<file path="src/rtl/cpwm_pkg.sv">
package cpwm_pkg;
  localparam int NPH = 3;

  typedef enum logic [2:0] {
    A_LEAD   = 3'd0,
    A_LAG    = 3'd1,
    A_PERIOD = 3'd2,
    A_DUTY0  = 3'd3,
    A_DUTY1  = 3'd4,
    A_DUTY2  = 3'd5,
    A_START  = 3'd6
  } cpwm_addr_e;

  typedef enum logic {DIR_UP = 1'b0, DIR_DOWN = 1'b1} cpwm_dir_e;
endpackage

</file>
<file path="src/rtl/cpwm_regs.sv">
module cpwm_regs
  import cpwm_pkg::*;
#(
  parameter int CW = 16
) (
  input  logic                     clk,
  input  logic                     rst_n,
  input  logic                     wr_en,
  input  logic [2:0]               wr_addr,
  input  logic [CW-1:0]            wr_data,
  output logic [1:0]               lead_lag_ld,
  output logic [CW-1:0]            period,
  output logic [NPH-1:0][CW-1:0]   duty,
  output logic [1:0]               start,
  output logic                     run,
  output logic                     err
);
  logic [CW-1:0]          lead_sh, lag_sh, period_q;
  logic [NPH-1:0][CW-1:0] duty_q;
  logic [1:0]             start_q;
  logic                   err_q;
  logic                   halted;
  logic                   start_wr, start_bad;

  function automatic logic setup_ok(input logic [CW-1:0] lead, input logic [CW-1:0] lag,
                                    input logic [CW-1:0] per,
                                    input logic [NPH-1:0][CW-1:0] d);
    logic ok;
    ok = (lead != lag) && (per != '1);
    for (int i = 0; i < NPH; i++)
      if (d[i] < lead || d[i] > per) ok = 1'b0;
    return ok;
  endfunction

  assign halted    = (start_q == 2'b00);
  assign start_wr  = wr_en && (cpwm_addr_e'(wr_addr) == A_START);
  assign start_bad = start_wr && (wr_data[1:0] == 2'b11) &&
                     !setup_ok(lead_sh, lag_sh, period_q, duty_q);

  assign lead_lag_ld[0] = wr_en && halted && (cpwm_addr_e'(wr_addr) == A_LEAD);
  assign lead_lag_ld[1] = wr_en && halted && (cpwm_addr_e'(wr_addr) == A_LAG);

  always_ff @(posedge clk) begin
    if (!rst_n) begin
      lead_sh  <= '0;
      lag_sh   <= '0;
      period_q <= '0;
      duty_q   <= '0;
      start_q  <= 2'b00;
      err_q    <= 1'b0;
    end else if (wr_en) begin
      if (halted) begin
        if (cpwm_addr_e'(wr_addr) == A_LEAD)   lead_sh  <= wr_data;
        if (cpwm_addr_e'(wr_addr) == A_LAG)    lag_sh   <= wr_data;
        if (cpwm_addr_e'(wr_addr) == A_PERIOD) period_q <= wr_data;
        for (int i = 0; i < NPH; i++)
          if (int'(wr_addr) == int'(A_DUTY0) + i) duty_q[i] <= wr_data;
      end
      if (start_wr)  start_q <= wr_data[1:0];
      if (start_bad) err_q   <= 1'b1;
    end
  end

  assign period = period_q;
  assign duty   = duty_q;
  assign start  = start_q;
  assign err    = err_q;
  assign run    = (start_q == 2'b11) && !err_q;

  assert_err_sticky_R9: assert property (@(posedge clk) disable iff (!rst_n)
    err_q |=> err_q);
  assert_period_locked_R2: assert property (@(posedge clk) disable iff (!rst_n)
    (!halted && wr_en && cpwm_addr_e'(wr_addr) == A_PERIOD) |=> $stable(period_q));
  assert_err_on_bad_start_R9: assert property (@(posedge clk) disable iff (!rst_n)
    start_bad |=> err_q);
endmodule

</file>
<file path="src/rtl/cpwm_updown.sv">
module cpwm_updown
  import cpwm_pkg::*;
#(
  parameter int CW = 16
) (
  input  logic          clk,
  input  logic          rst_n,
  input  logic          ld,
  input  logic [CW-1:0] ld_val,
  input  logic          run,
  input  logic          ce,
  input  logic [CW-1:0] period,
  output logic [CW-1:0] cnt
);
  cpwm_dir_e     dir_q;
  logic [CW-1:0] cnt_q;
  logic          step_ev;

  function automatic logic [CW-1:0] next_cnt(input cpwm_dir_e d, input logic [CW-1:0] c);
    return (d == DIR_UP) ? c + 1'b1 : c - 1'b1;
  endfunction

  function automatic cpwm_dir_e next_dir(input cpwm_dir_e d, input logic [CW-1:0] c,
                                         input logic [CW-1:0] p);
    if (d == DIR_UP && c == p)   return DIR_DOWN;
    if (d == DIR_DOWN && c == 1) return DIR_UP;
    return d;
  endfunction

  assign step_ev = run && ce;

  always_ff @(posedge clk) begin
    if (!rst_n) begin
      cnt_q <= '0;
      dir_q <= DIR_UP;
    end else if (ld) begin
      cnt_q <= ld_val;
      dir_q <= DIR_UP;
    end else if (step_ev) begin
      cnt_q <= next_cnt(dir_q, cnt_q);
      dir_q <= next_dir(dir_q, cnt_q, period);
    end
  end

  assign cnt = cnt_q;

  assert_step_R4: assert property (@(posedge clk) disable iff (!rst_n)
    step_ev |=> (cnt_q == $past(cnt_q) + 1'b1) || (cnt_q == $past(cnt_q) - 1'b1));
  assert_hold_R4: assert property (@(posedge clk) disable iff (!rst_n)
    (run && !ce) |=> $stable(cnt_q));
  assert_bound_R4: assert property (@(posedge clk) disable iff (!rst_n)
    run |-> ({1'b0, cnt_q} <= {1'b0, period} + 1'b1));
endmodule

</file>
<file path="src/rtl/cpwm_phase.sv">
module cpwm_phase #(
  parameter int CW = 16
) (
  input  logic          clk,
  input  logic          rst_n,
  input  logic          run,
  input  logic [CW-1:0] lead,
  input  logic [CW-1:0] lag,
  input  logic [CW-1:0] duty,
  output logic          hi,
  output logic          lo
);
  function automatic logic both_at_or_above(input logic [CW-1:0] a, input logic [CW-1:0] b,
                                            input logic [CW-1:0] d);
    return (a >= d) && (b >= d);
  endfunction

  function automatic logic both_below(input logic [CW-1:0] a, input logic [CW-1:0] b,
                                      input logic [CW-1:0] d);
    return (a < d) && (b < d);
  endfunction

  assign hi = run && both_at_or_above(lead, lag, duty);
  assign lo = run && both_below(lead, lag, duty);

  assert_pair_excl_R7: assert property (@(posedge clk) disable iff (!rst_n)
    !(hi && lo));
endmodule

</file>
<file path="src/rtl/cpwm_timer.sv">
module cpwm_timer
  import cpwm_pkg::*;
#(
  parameter int CW = 16
) (
  input  logic          clk,
  input  logic          rst_n,
  input  logic          cnt_en,
  input  logic          wr_en,
  input  logic [2:0]    wr_addr,
  input  logic [CW-1:0] wr_data,
  output logic [2:0]    pwm_hi,
  output logic [2:0]    pwm_lo,
  output logic          cfg_err
);
  logic [1:0]             ld;
  logic [CW-1:0]          period;
  logic [NPH-1:0][CW-1:0] duty;
  logic [1:0]             start;
  logic                   run;
  logic                   err;
  logic [1:0][CW-1:0]     cnt;

  cpwm_regs #(.CW(CW)) u_regs (
    .clk(clk), .rst_n(rst_n), .wr_en(wr_en), .wr_addr(wr_addr), .wr_data(wr_data),
    .lead_lag_ld(ld), .period(period), .duty(duty), .start(start), .run(run), .err(err)
  );

  for (genvar c = 0; c < 2; c++) begin : g_cnt
    cpwm_updown #(.CW(CW)) u_cnt (
      .clk(clk), .rst_n(rst_n), .ld(ld[c]), .ld_val(wr_data), .run(run),
      .ce(cnt_en), .period(period), .cnt(cnt[c])
    );
  end

  for (genvar p = 0; p < NPH; p++) begin : g_ph
    cpwm_phase #(.CW(CW)) u_ph (
      .clk(clk), .rst_n(rst_n), .run(run), .lead(cnt[0]), .lag(cnt[1]),
      .duty(duty[p]), .hi(pwm_hi[p]), .lo(pwm_lo[p])
    );
  end

  assign cfg_err = err;

  assert_idle_low_R8: assert property (@(posedge clk) disable iff (!rst_n)
    (start != 2'b11) |-> (pwm_hi == '0 && pwm_lo == '0));
  assert_err_low_R9: assert property (@(posedge clk) disable iff (!rst_n)
    err |-> (pwm_hi == '0 && pwm_lo == '0));
  assert_halt_hold_R3: assert property (@(posedge clk) disable iff (!rst_n)
    (start != 2'b11 && cnt_en && !wr_en) |=> ($stable(cnt[0]) && $stable(cnt[1])));
endmodule

</file>
<file path="config.mk">
export PLATFORM = sky130hd
export DESIGN_NAME = cpwm_timer
export DESIGN_NICKNAME = d
export VERILOG_FILES = /design/src/rtl/cpwm_pkg.sv /design/src/rtl/cpwm_regs.sv /design/src/rtl/cpwm_updown.sv /design/src/rtl/cpwm_phase.sv /design/src/rtl/cpwm_timer.sv
export SDC_FILE = /design/constraint.sdc
export NUM_CORES = 1
export LEC_CHECK = 0
export BUFFER_PORTS_ARGS = -buffer_cell sky130_fd_sc_hd__buf_2
export CELL_PAD_IN_SITES_DETAIL_PLACEMENT = 0
export CELL_PAD_IN_SITES_GLOBAL_PLACEMENT = 1
export CORE_MARGIN = 3
export CORE_UTILIZATION = 52
export DETAILED_ROUTE_END_ITERATION = 10
export MAX_ROUTING_LAYER = met4
export PLACE_DENSITY = 0.93
export SYNTH_ARGS = -nofsm -noshare
export SYNTH_HDL_FRONTEND = slang
export SYNTH_SLANG_ARGS = --single-unit
</file>
<file path="constraint.sdc">
create_clock -name clk -period 9.6 [get_ports clk]
set_clock_uncertainty 0.15 [all_clocks]
set_input_delay 1.92 -clock clk [delete_from_list [all_inputs] [get_ports clk]]
set_output_delay 1.92 -clock clk [all_outputs]
set_load 0.1 [all_outputs]
</file>
==> results.md <==
- Outcome: finished, final reports clean
- XOR/XNOR Fraction of Synth Area: 4.55%
- Mapped Area: 10,800 um2
- Ports: 30
- Crit-path max FO: 11
- Largest family of logic cells by synthesized area: adder cells
- Critical path's top delay family: compound AO/OA/AOI/OAI gates
- Max-Cap Viols: 0
- Overall die height: 150 um
- Pre-Repair DR Iteration Count: 5
- Min setup slack post-route: 4.08 ns
- Maximum VDD drop: 107 uV
- Period minus WS final: 5.52 ns
- Critical path's slowest cell: dfxtp_1
- PwrDens: 133 nW/um2
- DRC: 0
- Post-CTS Hold Fix Bufs: 0
- GPL Wtd Cong: 1.01
- Classification of the worst setup path: reg2out
- Post-layout nets: 1,570
- Worst Path Buf+Inv: 1
- Vias in the first global route: 9,377
- Critical Path RT: 7.53 ns
- WL/cell: 22.7 um
- CP Depth: 8
- Initial DRC count: 1,038
- Post-synthesis async set-or-reset flop share: 0%
- Postcts setup bufs: 0
- PortBufs: 29
- Total negative slack: 0 ns
- Die Wd: 150 um
- CORE AREA: 20,300 um2
- Worst Hold Depth: 2
- Total track usage: 34.1%
- Mux contribution to synthesized area: 3.25%
- Top FF cell, synth: dfxtp_1
- Cells after Synth: 1,360
- CTS root buf: clkbuf_16
- Worst skew pair latency: 0.43 ns
- FF+latch count, synth: 133
- LEAKAGE: 0.00500 uW
- Avg Cell Area, Syn: 7.93 um2
- Largest net degree at the start of global routing: 84
- Peak Freq: 181 MHz
- Setup WS pre-CTS: 4.59 ns
- Yosys cell types: 70
- Max-slew violations: 0
- Remaining global-route overflow: 0
- CP Data Arrival Time: 3.45 ns
- Worst path cell trace: ha_1, a21o_1, a21o_1, a211o_1, a2111oi_0, nor3_1, a2111oi_0, buf_2
- Ant. Diodes: 0
- Yosys warns: 0
- RSZ-0062 raised after global routing: false
- CTS H-tree lvls: 4
- HPWL after DPL: 28.2 mm
- Worst stage delay on the critical path: 0.53 ns
- First-pass GRT wire length: 56.1 mm
- Clk sinks: 133
- Initial antenna violation count: 0
- Endpoint class of the critical path: primary output
- Seq/Total Area, Yosys: 24.7%
- Cell taking the most area after synthesis: dfxtp_1
- Final setup viols: 0
- Hold Vio Cnt, Final: 0
- Worst-Margin Slew: 1.01 ns
- Area growth, synth to finish: 8.47%
- Post-DR vias/cell: 6.29
- Hold Crit Class: reg2reg
- Layout cell share with drive strength beyond 1: 6.38%
- CTS max path bufs: 2
- Synth top area share: 24.7%
- CTS clk-pin slew, worst paths: 0.06 ns
- Post-CTS sizing: 0
- DIE AREA: 22,500 um2
- Period utilization: 57.5%
- Startpoint Class: flop
- Post-route ant nets: 0
- Syn Nets: 1,578
- Synth Area in Compound Gates: 18.2%
- Initial core utilization: 53.1%
- CTS buffer count: 17
- Post-route cell area: 11,700 um2
- Slew headroom: 32.3%
- Hold slack: 0.318 ns
- Aggregate routed wire length: 37.1 mm
- CTS tree: yes
- Dpl cell area: 11,100 um2
- Worst reg-to-reg path cell count: 8
- EDFF count, synth: 0
- Fraction of the mapped netlist area in adder cells: 22.6%
- Fillers: 1,939
- Top cells by area, synth: dfxtp_1, ha_1, nand2_1, a21oi_1, nand4_1
- Synth Area in Simple Gates: 21.1%
- Rows: 52
- Via count: 10,274
[registers in the layout, indices dropped and copies added, names as in the netlist]
| name | count |
|---|---|
| g_cnt.u_cnt.cnt | 32 |
| u_regs.err | 1 |
| u_regs.lag_sh | 16 |
| u_regs.lead_sh | 16 |
| g_cnt.u_cnt.dir_q | 2 |
| u_regs.period | 16 |
| u_regs.duty | 48 |
| u_regs.start | 2 |
[cell usage in the layout, fill, tap and decap left out, types with 13 or more instances in the layout]
cell,instances
dfxtp_1,133
nand3_1,24
ha_1,195
nor2_1,93
a31oi_1,17
a21oi_1,134
nor4_1,18
clkbuf_16,17
buf_2,29
o21ai_0,57
mux2i_1,35
nand2_1,188
a21o_1,40
nor3_1,19
inv_1,86
o21a_1,14
xor2_1,15
xnor2_1,41
nor2b_1,13
nand4_1,62
[cell usage after synthesis (6+ instances only)]
| library cell | number |
|---|---|
| ha_1 | 195 |
| nand2_1 | 188 |
| a21oi_1 | 134 |
| dfxtp_1 | 133 |
| nor2_1 | 93 |
| inv_1 | 87 |
| nand4_1 | 62 |
| o21ai_0 | 57 |
| clkbuf_1 | 51 |
| xnor2_1 | 41 |
| a21o_1 | 40 |
| mux2i_1 | 35 |
| nand3_1 | 24 |
| nor3_1 | 19 |
| nor4_1 | 18 |
| a31oi_1 | 17 |
| xor2_1 | 15 |
| nor2b_1 | 14 |
| o21a_1 | 14 |
| a211oi_1 | 11 |
| and3_1 | 7 |
| or3_1 | 7 |
| buf_2 | 6 |
| buf_4 | 6 |
[final timing paths]
kind / startpoint / endpoint / slack, ns
worst max register to register: u_regs.period[1] / u_regs.err / 6.84
worst min register to register: u_regs.lag_sh[13] / u_regs.lag_sh[13] / 0.32
worst min-delay path: u_regs.lag_sh[13] / u_regs.lag_sh[13] / 0.32
worst max-delay path: g_cnt[0].u_cnt.cnt[2] / pwm_lo[2] / 4.08
[layout make-up]
class | count | area, um2 | area share, %
multi-input combinational | 1075 | 7520 | 64.2
sequential | 133 | 2660 | 22.8
clock buffer | 21 | 470 | 4.02
tap | 270 | 338 | 2.89
inverter | 87 | 329 | 2.81
timing repair buffer | 38 | 213 | 1.82
clock inverter | 10 | 170 | 1.45
[worst reg2reg max path, cell delays in order, from the launching register on]
cell	delay (ns)
dfxtp_1	0.52
inv_1	0.17
ha_1	0.33
nor2b_1	0.13
o211ai_1	0.13
a2111oi_0	0.68
nor3_1	0.11
o221a_2	0.27
a41oi_1	0.19
[routing by layer]
metal	GRT usage, %	vias up	part of all wire, %
met5	-	-	0
met4	10.1	0	3.4
met3	5.54	81	8.4
met2	52.2	439	45
met1	46.5	4891	43
li1	-	4863	-
[logic make-up after synthesis]
family | count (synthesis)
AO/OA/AOI/OAI | 319
AND/OR/NAND/NOR | 470
XOR/XNOR | 56
multiplexers | 35
buffers and inverters | 152
adder cells (fa/ha/maj) | 195
flip-flops | 133
[stage by stage]
stage	power, uW	utilization [%]	cells
floorplan	752	-	1360
global placement	830	54.5	1603
detailed placement	833	54.5	1603
CTS	1550	57.6	1634
global route	1610	57.6	1634
finish	1550	57.6	1634
[power by group]
| group | switching, uW | internal, uW |
|---|---|---|
| registers | 24.0 | 564 |
| clock network | 267 | 457 |
| logic | 145 | 94.2 |
| total | 436 | 1110 |
Note: power is estimated with default switching activity, not from simulation.
